==> config.mk <==
export PLATFORM = sky130hd
export DESIGN_NAME = fiv_top
export DESIGN_NICKNAME = d
export VERILOG_FILES = /design/src/rtl/fiv_pkg.sv /design/src/rtl/fiv_regs.sv /design/src/rtl/fiv_track.sv /design/src/rtl/fiv_pick.sv /design/src/rtl/fiv_top.sv
export SDC_FILE = /design/constraint.sdc
export NUM_CORES = 1
export LEC_CHECK = 0
export CAP_MARGIN = 25
export CORE_ASPECT_RATIO = 0.75
export CORE_MARGIN = 5
export CORE_UTILIZATION = 35
export DETAILED_ROUTE_END_ITERATION = 6
export DONT_BUFFER_PORTS = 1
export PLACE_DENSITY = 0.61
export RECOVER_POWER = 25
export SLEW_MARGIN = 20
export SYNTH_ARGS = -nofsm -noshare
export SYNTH_HDL_FRONTEND = slang
export SYNTH_SLANG_ARGS = --single-unit
==> constraint.sdc <==
create_clock -name clk -period 30.5 [get_ports clk]
set_input_delay 6.1 -clock clk [delete_from_list [all_inputs] [get_ports clk]]
set_output_delay 6.1 -clock clk [all_outputs]
set_load 0.02 [all_outputs]
==> src/rtl/fiv_pkg.sv <==
package fiv_pkg;
    typedef enum logic [1:0] {
        ST_IDLE   = 2'd0,
        ST_NORMAL = 2'd1,
        ST_FAST0  = 2'd2,
        ST_FAST1  = 2'd3
    } win_state_e;

    localparam logic [1:0] LVL_OFF  = 2'd0;
    localparam logic [1:0] LVL_FAST = 2'd2;
    localparam logic [1:0] LVL_TOP  = 2'd3;

    localparam int NUM_CH      = 2;
    localparam int REGS_PER_CH = 3;
    localparam int OFS_MATCH   = 0;
    localparam int OFS_LO      = 1;
    localparam int OFS_HI      = 2;
    localparam int OFS_PEND    = NUM_CH * REGS_PER_CH;
    localparam int ENABLE_BIT  = 7;
endpackage

==> src/rtl/fiv_regs.sv <==
module fiv_regs
    import fiv_pkg::*;
#(
    parameter int NUM_IRQ   = 17,
    parameter int DATA_W    = 16,
    parameter int ADDR_W    = 4,
    parameter int IRQ_W     = 5,
    parameter int HI_W      = 5,
    parameter int PEND_BASE = 2
) (
    input  logic                       clk,
    input  logic                       rst_n,
    input  logic                       reg_wr,
    input  logic [ADDR_W-1:0]          reg_addr,
    input  logic [DATA_W-1:0]          reg_wdata,
    output logic [DATA_W-1:0]          reg_rdata,
    input  logic [NUM_IRQ-1:0]         active,
    output logic [NUM_CH-1:0]          ch_en,
    output logic [NUM_CH*IRQ_W-1:0]    ch_irq,
    output logic [NUM_CH*DATA_W-1:0]   ch_lo,
    output logic [NUM_CH*HI_W-1:0]     ch_hi
);
    logic [DATA_W-1:0] pend_word;

    // one register group per fast channel
    for (genvar c = 0; c < NUM_CH; c++) begin : g_ch
        localparam int BASE = c * REGS_PER_CH;
        logic              en_q;
        logic [IRQ_W-1:0]  irq_q;
        logic [DATA_W-1:0] lo_q;
        logic [HI_W-1:0]   hi_q;
        logic sel_m, sel_lo, sel_hi;

        assign sel_m  = reg_wr && (reg_addr == ADDR_W'(BASE + OFS_MATCH));
        assign sel_lo = reg_wr && (reg_addr == ADDR_W'(BASE + OFS_LO));
        assign sel_hi = reg_wr && (reg_addr == ADDR_W'(BASE + OFS_HI));

        always_ff @(posedge clk or negedge rst_n) begin
            if (!rst_n) begin
                en_q  <= 1'b0;
                irq_q <= '0;
                lo_q  <= '0;
                hi_q  <= '0;
            end else begin
                if (sel_m) begin
                    en_q  <= reg_wdata[ENABLE_BIT];
                    irq_q <= reg_wdata[IRQ_W-1:0];
                end
                if (sel_lo) lo_q <= reg_wdata;
                if (sel_hi) hi_q <= reg_wdata[HI_W-1:0];
            end
        end

        assign ch_en[c]                   = en_q;
        assign ch_irq[c*IRQ_W +: IRQ_W]   = irq_q;
        assign ch_lo[c*DATA_W +: DATA_W]  = lo_q;
        assign ch_hi[c*HI_W +: HI_W]      = hi_q;
    end

    // active-low pending word; bit 0 tied high, bit j maps to IRQ j+PEND_BASE-1
    for (genvar j = 0; j < DATA_W; j++) begin : g_pend
        localparam int IDX = j + PEND_BASE - 1;
        if (j == 0) begin : g_fixed
            assign pend_word[j] = 1'b1;
        end else if (IDX < NUM_IRQ) begin : g_live
            assign pend_word[j] = ~active[IDX];
        end else begin : g_none
            assign pend_word[j] = 1'b1;
        end
    end

    always_comb begin
        reg_rdata = '0;
        for (int c = 0; c < NUM_CH; c++) begin
            if (reg_addr == ADDR_W'(c * REGS_PER_CH + OFS_MATCH)) begin
                reg_rdata[ENABLE_BIT]  = ch_en[c];
                reg_rdata[IRQ_W-1:0]   = ch_irq[c*IRQ_W +: IRQ_W];
            end
            if (reg_addr == ADDR_W'(c * REGS_PER_CH + OFS_LO))
                reg_rdata = ch_lo[c*DATA_W +: DATA_W];
            if (reg_addr == ADDR_W'(c * REGS_PER_CH + OFS_HI))
                reg_rdata[HI_W-1:0] = ch_hi[c*HI_W +: HI_W];
        end
        if (reg_addr == ADDR_W'(OFS_PEND))
            reg_rdata = pend_word;
    end
endmodule

==> src/rtl/fiv_track.sv <==
module fiv_track
    import fiv_pkg::*;
#(
    parameter int NUM_IRQ = 17,
    parameter int IRQ_W   = 5
) (
    input  logic                   clk,
    input  logic                   rst_n,
    input  logic [NUM_IRQ-1:0]     irq_req,
    input  logic [2*NUM_IRQ-1:0]   irq_lvl,
    input  logic                   ack,
    input  logic                   win_valid,
    input  logic [IRQ_W-1:0]       win_irq,
    output logic [NUM_IRQ-1:0]     active
);
    logic [NUM_IRQ-1:0] served_q;
    logic [NUM_IRQ-1:0] ack_hit;

    always_comb begin
        for (int i = 0; i < NUM_IRQ; i++)
            ack_hit[i] = ack && win_valid && (win_irq == IRQ_W'(i));
    end

    // serviced flag survives only while its request line stays high
    always_ff @(posedge clk or negedge rst_n) begin
        if (!rst_n) served_q <= '0;
        else        served_q <= irq_req & (served_q | ack_hit);
    end

    for (genvar i = 0; i < NUM_IRQ; i++) begin : g_act
        assign active[i] = irq_req[i] && !served_q[i] &&
                           (irq_lvl[2*i +: 2] != LVL_OFF);
    end
endmodule

==> src/rtl/fiv_pick.sv <==
module fiv_pick
    import fiv_pkg::*;
#(
    parameter int NUM_IRQ = 17,
    parameter int IRQ_W   = 5
) (
    input  logic [NUM_IRQ-1:0]       active,
    input  logic [2*NUM_IRQ-1:0]     irq_lvl,
    input  logic [NUM_CH-1:0]        ch_en,
    input  logic [NUM_CH*IRQ_W-1:0]  ch_irq,
    output win_state_e               nxt_state,
    output logic [IRQ_W-1:0]         nxt_irq
);
    logic [1:0]       best_lvl;
    logic [IRQ_W-1:0] best_irq;
    logic [NUM_CH-1:0] hit;

    // normal ranking: strict compare keeps the lowest number at equal level
    always_comb begin
        best_lvl = LVL_OFF;
        best_irq = '0;
        for (int i = 0; i < NUM_IRQ; i++) begin
            if (active[i] && (irq_lvl[2*i +: 2] > best_lvl)) begin
                best_lvl = irq_lvl[2*i +: 2];
                best_irq = IRQ_W'(i);
            end
        end
    end

    // a fast channel hits only on an active level-2 line it names
    always_comb begin
        hit = '0;
        for (int c = 0; c < NUM_CH; c++) begin
            for (int i = 0; i < NUM_IRQ; i++) begin
                if (ch_en[c] && (ch_irq[c*IRQ_W +: IRQ_W] == IRQ_W'(i)) &&
                    active[i] && (irq_lvl[2*i +: 2] == LVL_FAST))
                    hit[c] = 1'b1;
            end
        end
    end

    always_comb begin
        nxt_state = ST_IDLE;
        nxt_irq   = '0;
        if (best_lvl == LVL_OFF) begin
            nxt_state = ST_IDLE;
        end else if (best_lvl == LVL_TOP) begin
            nxt_state = ST_NORMAL;
            nxt_irq   = best_irq;
        end else if (hit[0]) begin
            nxt_state = ST_FAST0;
            nxt_irq   = ch_irq[0 +: IRQ_W];
        end else if (hit[1]) begin
            nxt_state = ST_FAST1;
            nxt_irq   = ch_irq[IRQ_W +: IRQ_W];
        end else begin
            nxt_state = ST_NORMAL;
            nxt_irq   = best_irq;
        end
    end
endmodule

==> src/rtl/fiv_top.sv <==
module fiv_top
    import fiv_pkg::*;
#(
    parameter int NUM_IRQ   = 17,
    parameter int DATA_W    = 16,
    parameter int ADDR_W    = 4,
    parameter int HI_W      = 5,
    parameter int PEND_BASE = 2,
    localparam int IRQ_W    = $clog2(NUM_IRQ),
    localparam int VEC_W    = DATA_W + HI_W
) (
    input  logic                  clk,
    input  logic                  rst_n,
    input  logic [NUM_IRQ-1:0]    irq_req,
    input  logic [2*NUM_IRQ-1:0]  irq_lvl,
    input  logic                  ack,
    input  logic                  reg_wr,
    input  logic [ADDR_W-1:0]     reg_addr,
    input  logic [DATA_W-1:0]     reg_wdata,
    output logic [DATA_W-1:0]     reg_rdata,
    output logic                  win_valid,
    output logic                  win_fast,
    output logic [IRQ_W-1:0]      win_irq,
    output logic [VEC_W-1:0]      win_vec
);
    logic [NUM_IRQ-1:0]       active;
    logic [NUM_CH-1:0]        ch_en;
    logic [NUM_CH*IRQ_W-1:0]  ch_irq;
    logic [NUM_CH*DATA_W-1:0] ch_lo;
    logic [NUM_CH*HI_W-1:0]   ch_hi;
    win_state_e               nxt_state;
    win_state_e               state_q;
    logic [IRQ_W-1:0]         nxt_irq;
    logic [IRQ_W-1:0]         irq_q;
    logic [VEC_W-1:0]         vec_q;

    fiv_regs #(
        .NUM_IRQ(NUM_IRQ), .DATA_W(DATA_W), .ADDR_W(ADDR_W),
        .IRQ_W(IRQ_W), .HI_W(HI_W), .PEND_BASE(PEND_BASE)
    ) u_regs (
        .clk(clk), .rst_n(rst_n), .reg_wr(reg_wr), .reg_addr(reg_addr),
        .reg_wdata(reg_wdata), .reg_rdata(reg_rdata), .active(active),
        .ch_en(ch_en), .ch_irq(ch_irq), .ch_lo(ch_lo), .ch_hi(ch_hi)
    );

    fiv_track #(.NUM_IRQ(NUM_IRQ), .IRQ_W(IRQ_W)) u_track (
        .clk(clk), .rst_n(rst_n), .irq_req(irq_req), .irq_lvl(irq_lvl),
        .ack(ack), .win_valid(win_valid), .win_irq(win_irq), .active(active)
    );

    fiv_pick #(.NUM_IRQ(NUM_IRQ), .IRQ_W(IRQ_W)) u_pick (
        .active(active), .irq_lvl(irq_lvl), .ch_en(ch_en), .ch_irq(ch_irq),
        .nxt_state(nxt_state), .nxt_irq(nxt_irq)
    );

    // state register
    always_ff @(posedge clk or negedge rst_n) begin
        if (!rst_n) state_q <= ST_IDLE;
        else        state_q <= nxt_state;
    end

    // registered outputs that accompany the state
    always_ff @(posedge clk or negedge rst_n) begin
        if (!rst_n) begin
            irq_q <= '0;
            vec_q <= '0;
        end else begin
            unique case (nxt_state)
                ST_IDLE: begin
                    irq_q <= '0;
                    vec_q <= '0;
                end
                ST_NORMAL: begin
                    irq_q <= nxt_irq;
                    vec_q <= '0;
                end
                ST_FAST0: begin
                    irq_q <= nxt_irq;
                    vec_q <= {ch_hi[0 +: HI_W], ch_lo[0 +: DATA_W]};
                end
                ST_FAST1: begin
                    irq_q <= nxt_irq;
                    vec_q <= {ch_hi[HI_W +: HI_W], ch_lo[DATA_W +: DATA_W]};
                end
                default: begin
                    irq_q <= '0;
                    vec_q <= '0;
                end
            endcase
        end
    end

    assign win_valid = (state_q != ST_IDLE);
    assign win_fast  = (state_q == ST_FAST0) || (state_q == ST_FAST1);
    assign win_irq   = irq_q;
    assign win_vec   = vec_q;
endmodule

Word level (Yosys, flattened, before mapping)
Cells that the tools add are included.
- equal/unequal tests: 77
- order comparisons: 17
- reduce and logical (&&, ||, !) cells: 221
- mux-type cells: 86
- bitwise operators: 17
- operators by type and width (operator ; count):
    $logic_and 1x1->1 ; 177
    $eq 5x4->1 const B ; 24
    $pmux 21 s3 ; 1
    $eq 5x3->1 const B ; 12
    $mux 16 ; 3
    $mux 2 ; 23
    $mux 5 ; 9
    $eq 2x2->1 const B ; 22
    $mux 1 ; 37
    $reduce_bool 2->1 ; 18
    $gt 2x2->1 ; 16
    $mux 4 ; 8
    $eq 5x2->1 const B ; 6
    $and 17x17->17 ; 1
    $logic_not 1->1 ; 17
    $or 17x17->17 ; 1
    $eq 5x1->1 const B ; 3
    $eq 5x5->1 const B ; 3
    $logic_not 5->1 ; 3
    $not 1->1 ; 15
    $eq 4x3->1 const B ; 3
    $mux 3 ; 4
    $pmux 5 s2 ; 1
    $eq 4x2->1 const B ; 2
    other kinds (8) ; 9
- output and inout port bits: 44
- register bits after elaboration: 99
- input port bits: 75

Longest topological paths before layout
Gate-level depths: netlist of run 1.
- depth in word-level cells: 59
- depth in mapped cells: 106
- mapped depth without buffers: 105

By module
Synthesis of run 1 repeated with hierarchy kept, for this count alone.
- cell total of the unflattened synthesis: 783
- area total of the unflattened synthesis: 7258.2 um2
- modules (own cells, without submodules) (module ; instances ; cells each ; sequential area each (um2) ; area each (um2)):
    fiv_regs ; 1 ; 230 ; 1351.3 ; 2738.9
    fiv_pick ; 1 ; 358 ; 0.0 ; 2313.5
    fiv_top ; 1 ; 83 ; 700.7 ; 1153.6
    fiv_track ; 1 ; 112 ; 425.4 ; 1052.3

Worst setup path before layout of run 1
No wires, ideal clock.
- kind: input to register
- from: input irq_lvl[1]
- to: register irq_q[4], in the netlist win_irq[4]
- stages on the path: 102
- arrival time: 24.304 ns
- buffers on the path: 1
- path slack: 6.120 ns
- setup time: 0.076 ns
- cell sequence: and3b_2 > inv_1 > ha_1 > nor2b_4 > o2111ai_1 > a21o_1 > ha_1 > nor3b_1 > o21ai_0 > a211oi_1 > a2bb2oi_2 > ha_1 > nor2_1 > a21oi_1 > nor2_1 > a21oi_2 > mux2i_1 > inv_1 > [66 not listed] > and3_1 > o2111ai_2 > o21ai_2 > and2b_1 > ha_1 > nor2_1 > maj3_1 > nand2b_1 > nand2_1 > o21ai_2 > ha_1 > a211oi_1 > a21o_1 > a221oi_1 > a2111oi_0 > maj3_1 > nand2_1 > o21ai_1
- longest elaborated chain between the ends: 58
- ends and longest elaborated chain (what ; RTL line ; source):
    from (decl) ; fiv_top.sv:15 ; input logic [2*NUM_IRQ-1:0] irq_lvl,
    branches (longest 57 deep; another with $gt 2x1->1) ; n/a ;
    $pmux 5 s2 * ; fiv_top.sv:68 ; unique case (nxt_state)
    to (signal assigned) ; fiv_top.sv:74 ; irq_q <= nxt_irq;
    to (signal assigned) ; fiv_top.sv:78 ; irq_q <= nxt_irq;
    to (signal assigned) ; fiv_top.sv:82 ; irq_q <= nxt_irq;
    to (decl) ; fiv_top.sv:34 ; logic [IRQ_W-1:0] irq_q;
Every way passes the cells marked *.
A chain may end at the register's enable or synchronous reset.

Final worst setup path of run 1
- from: input irq_lvl[1]
- to: register vec_q[8], in the netlist win_vec[8]
- longest elaborated chain between the ends: 58
- ends and longest elaborated chain (what ; RTL line ; source):
    branches (longest 54 deep; another with $gt 2x1->1) ; n/a ;
    $mux 2 * ; fiv_pick.sv:45 ; if (best_lvl == LVL_OFF) begin
    $eq 2x1->1 or $logic_not 2->1 (tied branches) ; fiv_top.sv:68 ;
    $reduce_or 2->1 (no line) ; n/a ;
    $pmux 21 s3 * ; fiv_top.sv:68 ;
    to (signal assigned) ; fiv_top.sv:79 ; vec_q <= {ch_hi[0 +: HI_W], ch_lo[0 +: DATA_W]};
    to (signal assigned) ; fiv_top.sv:83 ; vec_q <= {ch_hi[HI_W +: HI_W], ch_lo[DATA_W +: DATA_W]};
    to (decl) ; fiv_top.sv:35 ; logic [VEC_W-1:0] vec_q;
Marked as above.

==> impl_results.md, run 1 <==
- Status: completed
- Starting Density: 35.4%
- Largest area contributor in the netlist: dfrtp_1
- Met3 global-route usage: 5.98%
- Worst Hold Class: reg -> reg
- M2 GR Usage: 27.5%
- Clk Latency, worst-skew pair: 0.36 ns
- Worst-margin pin slew: 1.09 ns
- XOR/XNOR Fraction of Synth Area: 0.129%
- Seq pwr share: 39.4%
- Register area share after synthesis: 36.5%
- Share of cells above drive strength 1: 18.1%
- CP arrival: 27.20 ns
- Leak Pwr: 3.09 nW
- Pre-antenna DRT Iters: 6
- Post-layout nets: 780
- CP dominant cell by count: ha_1
- TritonCTS Sinks: 99
- Period utilization: 88.5%
- CP max stage delay: 0.83 ns
- Antenna cells: 0
- Synth cell types: 80
- GRT Resource Usage Total: 18.7%
- Sw frac: 40.2%
- Nature of the critical path endpoint: flip-flop
- Core area: 0.0192 sq mm
- Worst setup path category: in -> reg
- Pint: 0.304 mW
- Die Y: 131 um
- RSZ-0062 raised after global routing: false
- Vias: 5,469
- Final Hold Fails: 0
- Layout area overhead: 7.63%
- Post-Synth Adder-Cell Area: 4.09%
- Post-DRT Antenna Nets: 0
- Placed inst area: 0.00700 sq mm
- Worst path required time: 30.71 ns
- Avg WL per Cell: 21.7 um
- Clock Tree Buf Depth: 2
- PD cells: 69.6 mW/mm^2
- Die area: 0.0223 sq mm
- Initial DRC count: 464
- Largest family of logic cells by synthesized area: simple AND/OR/NAND/NOR gates
- Min cycle time layout: 26.99 ns
- Post-synth top area share: 36.5%
- Mux contribution to synthesized area: 17.8%
- TritonCTS buffer count: 9
- Peak VDD IR: 29.3 uV
- Hold WS: 0.498 ns
- Simple-gate share of the synthesized area: 21.0%
- Synth top cells by count: 99 x dfrtp_1, 56 x mux2_2, 55 x nor2_1, 51 x nand2_1, 36 x o21ai_0
- Net Sw Power: 0.204 mW
- Yosys warns: 0
- Met1 GRT Util: 27.2%
- Final clock skew: 0.00845 ns
- Remaining Overflow, GRT: 0
- Post-CTS setup buffers: 0
- Slowest cell on crit path: o221ai_4
- Top-count cell post-synth: dfrtp_1
- DP Wirelength: 15.9 mm
- Predominant post-synthesis flop cell: dfrtp_1
- PortBufs: 0
- Async SR Flop Fraction: 100%
- GRT busiest layer: met2
- EDFF count, synth: 0
- Pin count of the biggest net entering global routing: 100
- Clock share of power: 24.5%
- Fmax: 37.1 MHz
- # IOs: 119
- Vias/cell: 5.79
- Post-synthesis register bit count: 99
- Crit path launch type: input port
- Number of cell rows: 44
- CTS Hold Bufs: 0
- CTS tree: done
- Remaining DRCs: 0
- Final setup vio count: 0
- Synthesized Nets: 794
- Max_cap viols: 0
- First-pass GRT wire length: 31.8 mm
- Mapped Area: 0.00679 sq mm
- CTS root buf: clkbuf_16
- Initial antenna violation count: 0
- Post-CTS sizing: 0
- Post-Synthesis Cells: 701
- Synth top area cells: dfrtp_1 36%, mux2_2 9.3%, mux2i_1 5.0%
- Slew headroom: 26.4%
- H-tree Lvls: 3
- Final Max Tran Viols: 0
- Number of global-route vias before repair: 5,292
- Design area: 0.00731 sq mm
- Die Width: 171 um
- GPL Wtd Cong: 0.959
- Final WL: 20.5 mm
- TNS Setup: 0 ns
- Reg clk slew, reported paths: 0.08 ns
- Complex-gate fraction of the synthesized area: 16.9%
- Gate power share: 36.1%
- Crit-path max FO: 22
- Syn_area_per_cell: 9.69 sq um
==> cells in the final DEF, fill, tap and decap left out, drive strengths merged, types with 17 or more instances in the layout <==
master and count:
dfrtp 99, ha 18, mux2i 34, mux2 57, nor2b 32, o21ai 40, nor3 17, a21oi 28
nor2 74, inv 35, nand2 51
==> worst paths after layout <==
check,from,to,slack [ns],cells past startpoint
setup / recovery,irq_lvl[1],win_vec[8],3.51,99
hold / removal,u_track.served_q[15],u_track.served_q[15],0.50,1
setup reg to reg,u_track.served_q[0],win_vec[8],8.78,99
hold reg to reg,u_track.served_q[15],u_track.served_q[15],0.50,1
max in group asynchronous,rst_n,u_regs.g_ch[0].lo_q[14],24.90,0
min in group asynchronous,rst_n,win_vec[2],5.42,0
==> stage by stage <==
step                util (%)  cells  setup WS (ns)  power, mW
finish                  38.1    945           3.51      0.509
global route            38.1    945           1.80      0.543
CTS                     38.1    945           3.76      0.510
detailed placement      36.4    929           3.55      0.384
global placement        36.4    929           3.97      0.382
floorplan                  -    701           6.12      0.340
==> final cells by class <==
cell class              instances  area [sq um]
clock buffers                   9           225
multi-input cells             545          4070
repair buffers                  2          15.0
inverters                      30           113
clock inverters                 7          90.1
fillers                      1893         11900
flip-flops and latches         99          2480
well taps                     253           317
==> metal layers <==
metal  up-vias  wire length [um]
met5         -                 0
met4         0               245
met3        15              1890
met2       198              8780
met1      2690              9610
li1       2566                 -
==> kinds of logic after synthesis <==
logic type                 Yosys count
and+or+nand+nor                    261
AOI/OAI and AO/OA                  159
muxes                              101
DFF                                 99
buffers and inverters               57
adders and majority gates           23
xor gates and xnor gates             1
==> power groups by stage <==
stage               clock, mW  combinational [mW]  sequential (mW)
finish                  0.125               0.184            0.200
floorplan                   0               0.155            0.185
detailed placement          0               0.182            0.203
global placement            0               0.180            0.202
CTS                     0.127               0.183            0.200
global route            0.133               0.206            0.205
==> worst max-delay path: cells and delay by family <==
family | cells | cell delay [ns]
AO/OA/AOI/OAI | 34 | 7.52
AND/OR/NAND/NOR | 38 | 6.41
adder cells (fa/ha/maj) | 20 | 5.47
multiplexers | 4 | 1.43
buffers and inverters | 3 | 0.24
==> sequential cells by signal, summed over array words and instances, names as in the netlist <==
signal and flops:
u_regs.g_ch.lo_q 32, win_vec 21, u_track.served_q 17, u_regs.g_ch.hi_q 10, u_regs.g_ch.irq_q 10, win_irq 5
state_q 2, u_regs.g_ch.en_q 2
No activity file was read; power rests on OpenSTA's default activity.
==> inputs of run 2 (changes only) <==
--- a/config.mk
+++ b/config.mk
@@ -11,7 +11,7 @@
 export CORE_UTILIZATION = 35
 export DETAILED_ROUTE_END_ITERATION = 6
 export DONT_BUFFER_PORTS = 1
-export PLACE_DENSITY = 0.61
+export PLACE_DENSITY = 0.53
 export RECOVER_POWER = 25
 export SLEW_MARGIN = 20
 export SYNTH_ARGS = -nofsm -noshare
==> run 2 against run 1 <==
Effect of this change:
- core utilization shrank 0.25 points
- hold slack gained 0.0050 ns
- setup slack lost 0.53 ns
- critical path depth is the same
- combinational power grew 3%
- die area is the same
- clock power shrank 13%
- clock skew grew 0.00055 ns
- cell count shrank 0.11%
- non-clock buffer count grew 1
- sequential cell count is the same
- total power shrank 2.1%
- critical endpoint unchanged
==> impl_results.md, run 2 (synthesized netlist as in run 1, its figures left out) <==
- Status: completed
- Final Hold Fails: 0 (unchanged)
- GRT Resource Usage Total: 19.1% (+0.38 points)
- Remaining DRCs: 0 (unchanged)
- Antenna cells: 0 (unchanged)
- CTS root buf: clkbuf_16
- Final setup vio count: 0 (unchanged)
- CP dominant cell by count: ha_1
- Die Y: 131 um (unchanged)
- Slew headroom: 27.2% (+0.73 points)
- TritonCTS Sinks: 99 (unchanged)
- Vias/cell: 5.87 (+1.5%)
- Final Max Tran Viols: 0 (unchanged)
- Clock Tree Buf Depth: 2 (unchanged)
- Crit Reg-Reg Startpoint: u_track.served_q[0]
- Leak Pwr: 3.07 nW (-0.82%)
- First-pass GRT wire length: 32.5 mm (+2.3%)
- Met3 routed WL: 2.05 mm (+8.5%)
- Slowest cell on crit path: o221ai_4
- Min cycle time layout: 27.52 ns (+0.530 ns)
- Uppermost routed layer: met4
- Clk Latency, worst-skew pair: 0.35 ns (about the same)
- Post-CTS sizing: 0 (unchanged)
- HP Start: u_track.served_q[16]
- Die Width: 171 um (unchanged)
- Reg clk slew, reported paths: 0.07 ns (about the same)
- Vias: 5,545 (+1.4%)
- Post-CTS setup buffers: 0 (unchanged)
- Wire length on met2: 9.11 mm (+3.7%)
- # IOs: 119 (unchanged)
- Reg2Reg Setup Slack: 8.27 ns (-0.51 ns)
- RSZ-0062 raised after global routing: false
- Remaining Overflow, GRT: 0 (unchanged)
- Initial DRC count: 344 (-26%)
- Max_cap viols: 0 (unchanged)
- Post-DRT Antenna Nets: 0 (unchanged)
- PD cells: 68.6 mW/mm^2 (-1.4%)
- DP Wirelength: 16.8 mm (+6.2%)
- Largest register by flop count: u_regs.g_ch.lo_q
- Avg WL per Cell: 22.6 um (+4.2%)
- Most common cell after layout, fill and taps aside: dfrtp_1
- CTS tree: done
- Pre-antenna DRT Iters: 5 (-1)
- Layout area overhead: 6.93%
- Total Power: 0.498 mW (-2.1%)
- Filler instances: 1,924 (+1.6%)
- Number of cell rows: 44 (unchanged)
- Worst-margin pin slew: 1.08 ns (-0.0108 ns)
- GPL Wtd Cong: 0.858 (-11%)
- Period utilization: 90.2% (+1.7 points)
- FF-to-FF path depth: 99 (unchanged)
- Worst Hold Class: reg -> reg
- WL met1: 9.77 mm (+1.7%)
- Crit path launch type: input port
- TNS Setup: 0 ns (unchanged)
- Endpoint, Worst Hold: u_track.served_q[16]
- Min-Delay Path Depth: 1 (unchanged)
- CP arrival: 27.71 ns (+0.51 ns)
- Final clock skew: 0.00900 ns (+0.000553 ns)
- Dpl ws: 3.03 ns (-0.519 ns)
- TritonCTS buffer count: 9 (unchanged)
- Max reg flops: 32 (unchanged)
- Worst setup path category: in -> reg
- Post-layout nets: 781 (+0.13%)
- PortBufs: 0 (unchanged)
- Pin count of the biggest net entering global routing: 100 (unchanged)
- Crit-path max FO: 22 (unchanged)
- Starting Density: 35.4% (unchanged)
- Die area: 0.0223 sq mm (unchanged)
- CTS Hold Bufs: 0 (unchanged)
- Worst path required time: 30.69 ns (-0.02 ns)
- Number of global-route vias before repair: 5,578 (+5.4%)
- CP max stage delay: 0.87 ns (+0.04 ns)
- Hold WS: 0.503 ns (+0.00496 ns)
- Final Worst Setup Slack: 2.98 ns (-0.530 ns)
- Fmax: 36.3 MHz (-1.9%)
- Nature of the critical path endpoint: flip-flop
- Core area: 0.0192 sq mm (unchanged)
- H-tree Lvls: 3 (unchanged)
- Reg-to-Reg End: win_vec[8]
- Most frequent cells in the layout: 99 x dfrtp_1, 56 x mux2_2, 55 x nor2_1
- Final WL: 21.4 mm (+4.1%)
- Initial antenna violation count: 0 (unchanged)
- Share of cells above drive strength 1: 17.8% (-0.26 points)
- Peak VDD IR: 25.0 uV (-15%)
==> run 2: cell types whose count changed in the layout (fill, tap and decap cells not counted), sizes merged <==
cell / previous run / this run
buf: 2 / 3
clkinvlp: 0 / 1
inv: 35 / 32
bufinv: 1 / 0
clkinv: 1 / 2
==> run 2: worst max-delay path by stage <==
stage | startpoint | to | slack [ns]
after floorplan | irq_lvl[1] | win_irq[4] | 6.12
after global placement | irq_lvl[1] | win_irq[4] | 3.25
after detailed placement | irq_lvl[1] | win_vec[9] | 3.03
after CTS | irq_lvl[1] | win_vec[9] | 3.30
after global routing | irq_lvl[1] | win_vec[9] | 1.67
final | irq_lvl[1] | win_vec[8] | 2.98
==> run 2: per-stage QoR <==
| stage | utilization, % | area [sq um] | cells |
|---|---|---|---|
| 6_report | 37.8 | 7260 | 944 |
| 2_1_floorplan | - | 6790 | 701 |
| 3_3_place_gp | 36.4 | 7000 | 929 |
| 4_1_cts | 37.8 | 7260 | 944 |
| 3_5_place_dp | 36.4 | 7000 | 930 |
| 5_1_grt | 37.8 | 7260 | 944 |
==> run 2: cell type report <==
class | instances | area (sq um) | area share (%)
inverter | 30 | 113 | 1.55
clock inverter | 5 | 38.8 | 0.534
sequential | 99 | 2480 | 34.1
multi-input combinational | 545 | 4070 | 56.1
tap | 253 | 317 | 4.36
timing repair buffer | 3 | 18.8 | 0.258
clock buffer | 9 | 225 | 3.10
==> run 2: where the power goes <==
part	internal, mW	leakage [nW]	switching, mW	total [mW]
logic	0.0813	1.67	0.108	0.189
registers	0.158	1.27	0.0425	0.200
clock network	0.0551	0.128	0.0535	0.109
total	0.294	3.07	0.204	0.498
==> run 2: routing by layer <==
metal	GRT usage, %	vias to the layer above
li1	-	2558
met1	25.9	2757
met2	28.8	199
met3	7.22	31
met4	4.94	0
met5	0	-
==> run 2: worst max-delay path: cells and delay by family <==
| family | cells | cell delay (ns) |
|---|---|---|
| adders and majority gates | 20 | 5.55 |
| and+or+nand+nor | 38 | 6.31 |
| AOI/OAI and AO/OA | 34 | 7.97 |
| buffers and inverters | 3 | 0.26 |
| muxes | 4 | 1.47 |
